==> config.mk <==
export PLATFORM = sky130hd
export DESIGN_NAME = serial_frame_seq
export DESIGN_NICKNAME = d
export VERILOG_FILES = /design/src/rtl/scfs_pkg.sv /design/src/rtl/scfs_shreg.sv /design/src/rtl/scfs_seq.sv /design/src/rtl/serial_frame_seq.sv
export SDC_FILE = /design/constraint.sdc
export NUM_CORES = 1
export LEC_CHECK = 0
export BUFFER_PORTS_ARGS = -buffer_cell sky130_fd_sc_hd__buf_4
export CORE_MARGIN = 2
export CORE_UTILIZATION = 44
export CTS_CLUSTER_DIAMETER = 100
export DETAILED_ROUTE_END_ITERATION = 12
export PLACE_DENSITY = 0.77
export SKIP_LAST_GASP = 1
export SLEW_MARGIN = 10
export SYNTH_ARGS = -nofsm -noshare
export SYNTH_HDL_FRONTEND = slang
export SYNTH_SLANG_ARGS = --single-unit
==> constraint.sdc <==
create_clock -name clk -period 2.05 [get_ports clk]
set_input_delay 0.1025 -clock clk [delete_from_list [all_inputs] [get_ports clk]]
set_output_delay 0.1025 -clock clk [all_outputs]
set_load 0.005 [all_outputs]
==> src/rtl/scfs_pkg.sv <==
package scfs_pkg;
  typedef enum logic [1:0] {
    ST_PRIM = 2'd0,
    ST_GAP  = 2'd1,
    ST_SEC  = 2'd2
  } seq_state_t;

  localparam logic [1:0] CODE_NORMAL    = 2'b00;
  localparam logic [1:0] CODE_LENGTHEN  = 2'b01;
  localparam logic [1:0] CODE_SHORTEN   = 2'b10;
  localparam logic [1:0] CODE_SECONDARY = 2'b11;
endpackage

==> src/rtl/scfs_shreg.sv <==
module scfs_shreg #(
  parameter int WORD_W = 16
) (
  input  logic              clk,
  input  logic              rst_n,
  input  logic              shift,
  input  logic              clear,
  input  logic              bit_in,
  output logic [WORD_W-1:0] word_o,
  output logic              last_o
);
  localparam int CNT_W = $clog2(WORD_W);

  logic [WORD_W-1:0] sr_q, sr_d;
  logic [CNT_W-1:0]  cnt_q, cnt_d;

  assign last_o = (cnt_q == CNT_W'(WORD_W - 1));
  assign word_o = {sr_q[WORD_W-2:0], bit_in};

  always_comb begin
    sr_d  = sr_q;
    cnt_d = cnt_q;
    if (clear) begin
      cnt_d = '0;
    end else if (shift) begin
      sr_d  = word_o;
      cnt_d = last_o ? '0 : cnt_q + 1'b1;
    end
  end

  always_ff @(posedge clk or negedge rst_n) begin
    if (!rst_n) begin
      sr_q  <= '0;
      cnt_q <= '0;
    end else begin
      sr_q  <= sr_d;
      cnt_q <= cnt_d;
    end
  end
endmodule

==> src/rtl/scfs_seq.sv <==
module scfs_seq
  import scfs_pkg::*;
#(
  parameter int GAP_TICKS = 4
) (
  input  logic       clk,
  input  logic       rst_n,
  input  logic       shift_en,
  input  logic       prim_done,
  input  logic       sec_done,
  input  logic [1:0] code,
  output seq_state_t state_o
);
  localparam int GCW = $clog2(GAP_TICKS + 1);

  seq_state_t     st_q, st_d;
  logic [GCW-1:0] gcnt_q, gcnt_d;

  assign state_o = st_q;

  always_comb begin
    st_d   = st_q;
    gcnt_d = gcnt_q;
    case (st_q)
      ST_PRIM: begin
        if (prim_done && (code == CODE_SECONDARY)) begin
          st_d   = ST_GAP;
          gcnt_d = '0;
        end
      end
      ST_GAP: begin
        if (shift_en) begin
          if (gcnt_q == GCW'(GAP_TICKS - 1)) st_d = ST_SEC;
          else gcnt_d = gcnt_q + 1'b1;
        end
      end
      ST_SEC: begin
        if (sec_done) st_d = ST_PRIM;
      end
      default: st_d = ST_PRIM;
    endcase
  end

  always_ff @(posedge clk or negedge rst_n) begin
    if (!rst_n) begin
      st_q   <= ST_PRIM;
      gcnt_q <= '0;
    end else begin
      st_q   <= st_d;
      gcnt_q <= gcnt_d;
    end
  end
endmodule

==> src/rtl/serial_frame_seq.sv <==
module serial_frame_seq
  import scfs_pkg::*;
#(
  parameter int WORD_W    = 16,
  parameter int CODE_W    = 2,
  parameter int GAP_TICKS = 4
) (
  input  logic                       clk,
  input  logic                       rst_n,
  input  logic                       shift_en,
  input  logic                       frame_in,
  input  logic                       sdata_in,
  input  logic                       sync_mode,
  output logic                       sec_frame_n,
  output logic                       rx_fs_n,
  output logic [WORD_W-CODE_W-1:0]   dac_data,
  output logic                       dac_valid,
  output logic [CODE_W-1:0]          ctl_code,
  output logic                       ctl_valid,
  output logic [WORD_W-1:0]          cfg_word,
  output logic                       cfg_valid
);
  localparam int SAMP_W = WORD_W - CODE_W;

  seq_state_t        state;
  logic              in_prim, in_sec;
  logic              sh_shift, sh_clear, sh_last;
  logic              prim_done, sec_done;
  logic [WORD_W-1:0] word;

  assign in_prim   = (state == ST_PRIM);
  assign in_sec    = (state == ST_SEC);
  assign sh_shift  = shift_en & ((in_prim & frame_in) | in_sec);
  assign sh_clear  = shift_en & in_prim & ~frame_in;
  assign prim_done = sh_shift & in_prim & sh_last;
  assign sec_done  = sh_shift & in_sec & sh_last;

  scfs_shreg #(.WORD_W(WORD_W)) u_shreg (
    .clk    (clk),
    .rst_n  (rst_n),
    .shift  (sh_shift),
    .clear  (sh_clear),
    .bit_in (sdata_in),
    .word_o (word),
    .last_o (sh_last)
  );

  scfs_seq #(.GAP_TICKS(GAP_TICKS)) u_seq (
    .clk       (clk),
    .rst_n     (rst_n),
    .shift_en  (shift_en),
    .prim_done (prim_done),
    .sec_done  (sec_done),
    .code      (word[CODE_W-1:0]),
    .state_o   (state)
  );

  assign sec_frame_n = ~in_sec;
  assign rx_fs_n     = ~(sync_mode & frame_in & in_prim);

  logic [SAMP_W-1:0] dac_d;
  logic [CODE_W-1:0] code_d;
  logic [WORD_W-1:0] cfg_d;

  always_comb begin
    dac_d  = dac_data;
    code_d = ctl_code;
    cfg_d  = cfg_word;
    if (prim_done) begin
      dac_d  = word[WORD_W-1:CODE_W];
      code_d = word[CODE_W-1:0];
    end
    if (sec_done) cfg_d = word;
  end

  always_ff @(posedge clk or negedge rst_n) begin
    if (!rst_n) begin
      dac_data  <= '0;
      ctl_code  <= '0;
      cfg_word  <= '0;
      dac_valid <= 1'b0;
      ctl_valid <= 1'b0;
      cfg_valid <= 1'b0;
    end else begin
      dac_data  <= dac_d;
      ctl_code  <= code_d;
      cfg_word  <= cfg_d;
      dac_valid <= prim_done;
      ctl_valid <= prim_done;
      cfg_valid <= sec_done;
    end
  end
endmodule

==> results.yml <==
outcome:
  status: "complete, no violations"
power_and_ir_drop:
  power_switching_share: 0.2446
  power.leakage_nw: 1.542
  p_clk_frac: 0.377
  p_per_area_nw_per_um2: 859.5
  p_int_mw: 1.920
  p_comb_frac: 0.072
  p_sw_mw: 0.6219
  peakVddDrop_mv: 0.5844
  p_seq_frac: 0.551
  power_mw: 2.542
synthesis:
  async_reset_ff_frac: 1.000
  synth-adder-area-share: 0.01574
  synth-main-ff-cell: "dfrtp_1"
  synthSimpleGateAreaFrac: 0.07345
  synthesis.area_um2: 2385
  yosysSeqAreaShare: 0.6086
  ys_types: 33
  synthXorXnorAreaFrac: 0
  avgSynthCellArea_um2: 15.19
  synth.area.mux_share: 0.2314
  ys_warn_count: 0
  ys_ff_latch: 58
  syn_inst: 157
  syn_nets: 166
  synth_enable_flop_cells: 0
  synth_top_family_by_area: "multiplexers"
  synth_compound_area_frac: 0.04565
routing:
  dr.pass1.iters: 3
  remaining_drc_errors: 0
  ant_nets: 0
  routed_wl_mm: 4.046
  drtIter0Drc: 62
  vias: 1436
  wl_per_cell_um: 14.25
  vias_per_cell: 5.056
worst_setup_path:
  critPathTopFamily: "compound AO/OA/AOI/OAI gates"
  path_cells: "ha_1 -> nand4_2 -> o41ai_2 -> mux2_1"
  worstSetupPathType: "flip-flop to flip-flop"
  crit_path_start: "u_shreg.cnt_q[0]"
  worstSetupStartpointType: "flip-flop"
  critical_path_required_ns: 2.27
  crit_arrival_ns: 1.96
  path_buf_inv: 0
  path_max_fanout: 6
  r2r_start: "u_shreg.cnt_q[0]"
  critPathMaxStageDelay_ns: 0.43
  worst_path_max_delay_cell: "o41ai_2"
  end_kind: "flip-flop"
clocking:
  cts-resized-gates: 0
  path_clk_slew_ns: 0.07
  clock_path_buffers: 2
  clkSinkCount: 58
  cts_buffers: 9
  htreeDepth: 3
  cts-root-buf: "clkbuf_8"
  tritoncts: "done"
  insertion_delay_ns: 0.34
sta:
  clock_skew_ns: 0.01235
  post-route-period-util: 0.8507
  holdWs_ns: 0.01950
  fin_ws_ns: 0.3060
  post-route-min-period_ns: 1.744
  fmax_ghz: 0.5734
  grt_setup_unrepaired: "no"
  slew_headroom: 0.5334
  setup_violations: 0
  drv_slew: 0
  worstMarginPinSlew_ns: 0.6999
  timing.final.hold_violations: 0
  tns_ns: 0
placement:
  placed_area_um2: 2765
  gp_routability_congestion: 0.7986
  dp_cells: 267
  post-place-ws_ns: 0.3163
  dp_hpwl_mm: 2.629
  io_buffers: 42
finish:
  final_nets: 218
  diodes: 0
  final_util: 0.5718
  drive_above_1_share: 0.5047
  fin_area_um2: 2958
  final_cells: 284
  syn_to_final_growth_pct: 24.03
global_route:
  grt_overflow: 0
  use_met1: 0.1943
  grtUsageMet2: 0.2155
  grt_pass1_wl_mm: 6.858
  grt_usage: 0.1476
  busiest_layer: "met2"
  antenna_found_initial: 0
  grt_pass1_vias: 1400
  met3_usage: 0.06860
  grt_max_degree: 59
flow_run:
  cap_violations: 0
floorplanning:
  rows: 26
  dieArea_um2: 6025
  start_util: 0.4611
  ios: 43
  die-width_um: 77.62
  fp.coreArea_um2: 5172
  die_h_um: 77.62
hold_path:
  min_from: "sdata_in"
  hold_class: "input port to flip-flop"
-- path summary, 6_finish.rpt --
path	slack (ns)	endpoint	depth (start not counted)
setup / recovery	0.31	u_seq.gcnt_q[2]	4
hold / removal	0.02	ctl_code[0]	2
setup reg to reg	0.31	u_seq.gcnt_q[2]	4
hold reg to reg	0.51	cfg_word[4]	1
max in group asynchronous	1.22	dac_data[1]	2
min in group asynchronous	0.37	dac_data[8]	2
-- final cells by class --
cell class | instances | area, µm²
Clock buffer | 14 | 172.7
Inverter | 6 | 22.52
Tap cell | 70 | 87.58
Fill cell | 427 | 2215
Multi-Input combinational cell | 89 | 873.3
Sequential cell | 58 | 1451
Clock inverter | 2 | 10.01
Timing Repair Buffer | 45 | 340.3
-- cells by family after synthesis --
group                    Yosys count
buffers and inverters             10
multiplexers                      49
AO/OA/AOI/OAI                     14
adder cells (fa/ha/maj)            3
AND/OR/NAND/NOR                   23
flip-flops                        58
-- synthesized netlist by cell type, types with 2 or more instances --
| cell | count | share of area |
|---|---|---|
| dfrtp_1 | 58 | 0.61 |
| mux2_2 | 41 | 0.19 |
| mux2_1 | 8 | 0.038 |
| inv_1 | 6 | 0.0094 |
| nand2_1 | 4 | 0.0063 |
| ha_1 | 3 | 0.016 |
| o22ai_1 | 3 | 0.0079 |
| a21oi_1 | 2 | 0.0042 |
| a22o_1 | 2 | 0.0073 |
| buf_4 | 2 | 0.0063 |
| buf_6 | 2 | 0.0094 |
| nand2b_1 | 2 | 0.0052 |
| nand2b_2 | 2 | 0.0073 |
| nand3_1 | 2 | 0.0042 |
| nor2_4 | 2 | 0.0094 |
-- worst register-to-register path, delay by kind of cell (launching register included) --
kind,cells,cell delay (ns)
mux,1,0.36
simple gates,1,0.17
flops,1,0.40
compound gates,1,0.43
fa+ha+maj,1,0.27
-- what timing repair did --
action	4_1_cts	5_1_grt
hold buffers	1	0
hold endpoints to repair	58	0
buffers inserted	0	0
-- cell usage in the layout (no fill, tap or decap), types with 3 or more instances in the layout --
cell type and count:
dfrtp_1 58, inv_1 6, mux2_2 41, clkbuf_8 12, nand2_1 4, mux2_1 8, ha_1 3, o22ai_1 3
buf_4 44
-- state kept, by name, summed over array words and instances, names as in the netlist --
| name | count |
|---|---|
| u_shreg.cnt_q | 4 |
| dac_data | 14 |
| u_seq.state_o | 2 |
| ctl_code | 2 |
| u_seq.gcnt_q | 3 |
| ctl_valid | 1 |
| cfg_word | 16 |
| cfg_valid | 1 |
| u_shreg.sr_q | 15 |
-- power by group through the flow --
| stage | registers (mW) | logic, mW | clock network (mW) |
|---|---|---|---|
| floorplan | 1.38 | 0.137 | 0 |
| global placement | 1.42 | 0.178 | 0 |
| detailed placement | 1.42 | 0.185 | 0 |
| CTS | 1.40 | 0.190 | 0.994 |
| global route | 1.43 | 0.203 | 1.04 |
| finish | 1.40 | 0.183 | 0.957 |
-- metal layers --
| layer | wire (µm) | vias to the layer above |
|---|---|---|
| li1 | - | 674 |
| met1 | 1924 | 727 |
| met2 | 1843 | 28 |
| met3 | 215 | 7 |
| met4 | 63 | 0 |
| met5 | 0 | - |
Power figures use the tool's default switching activity.
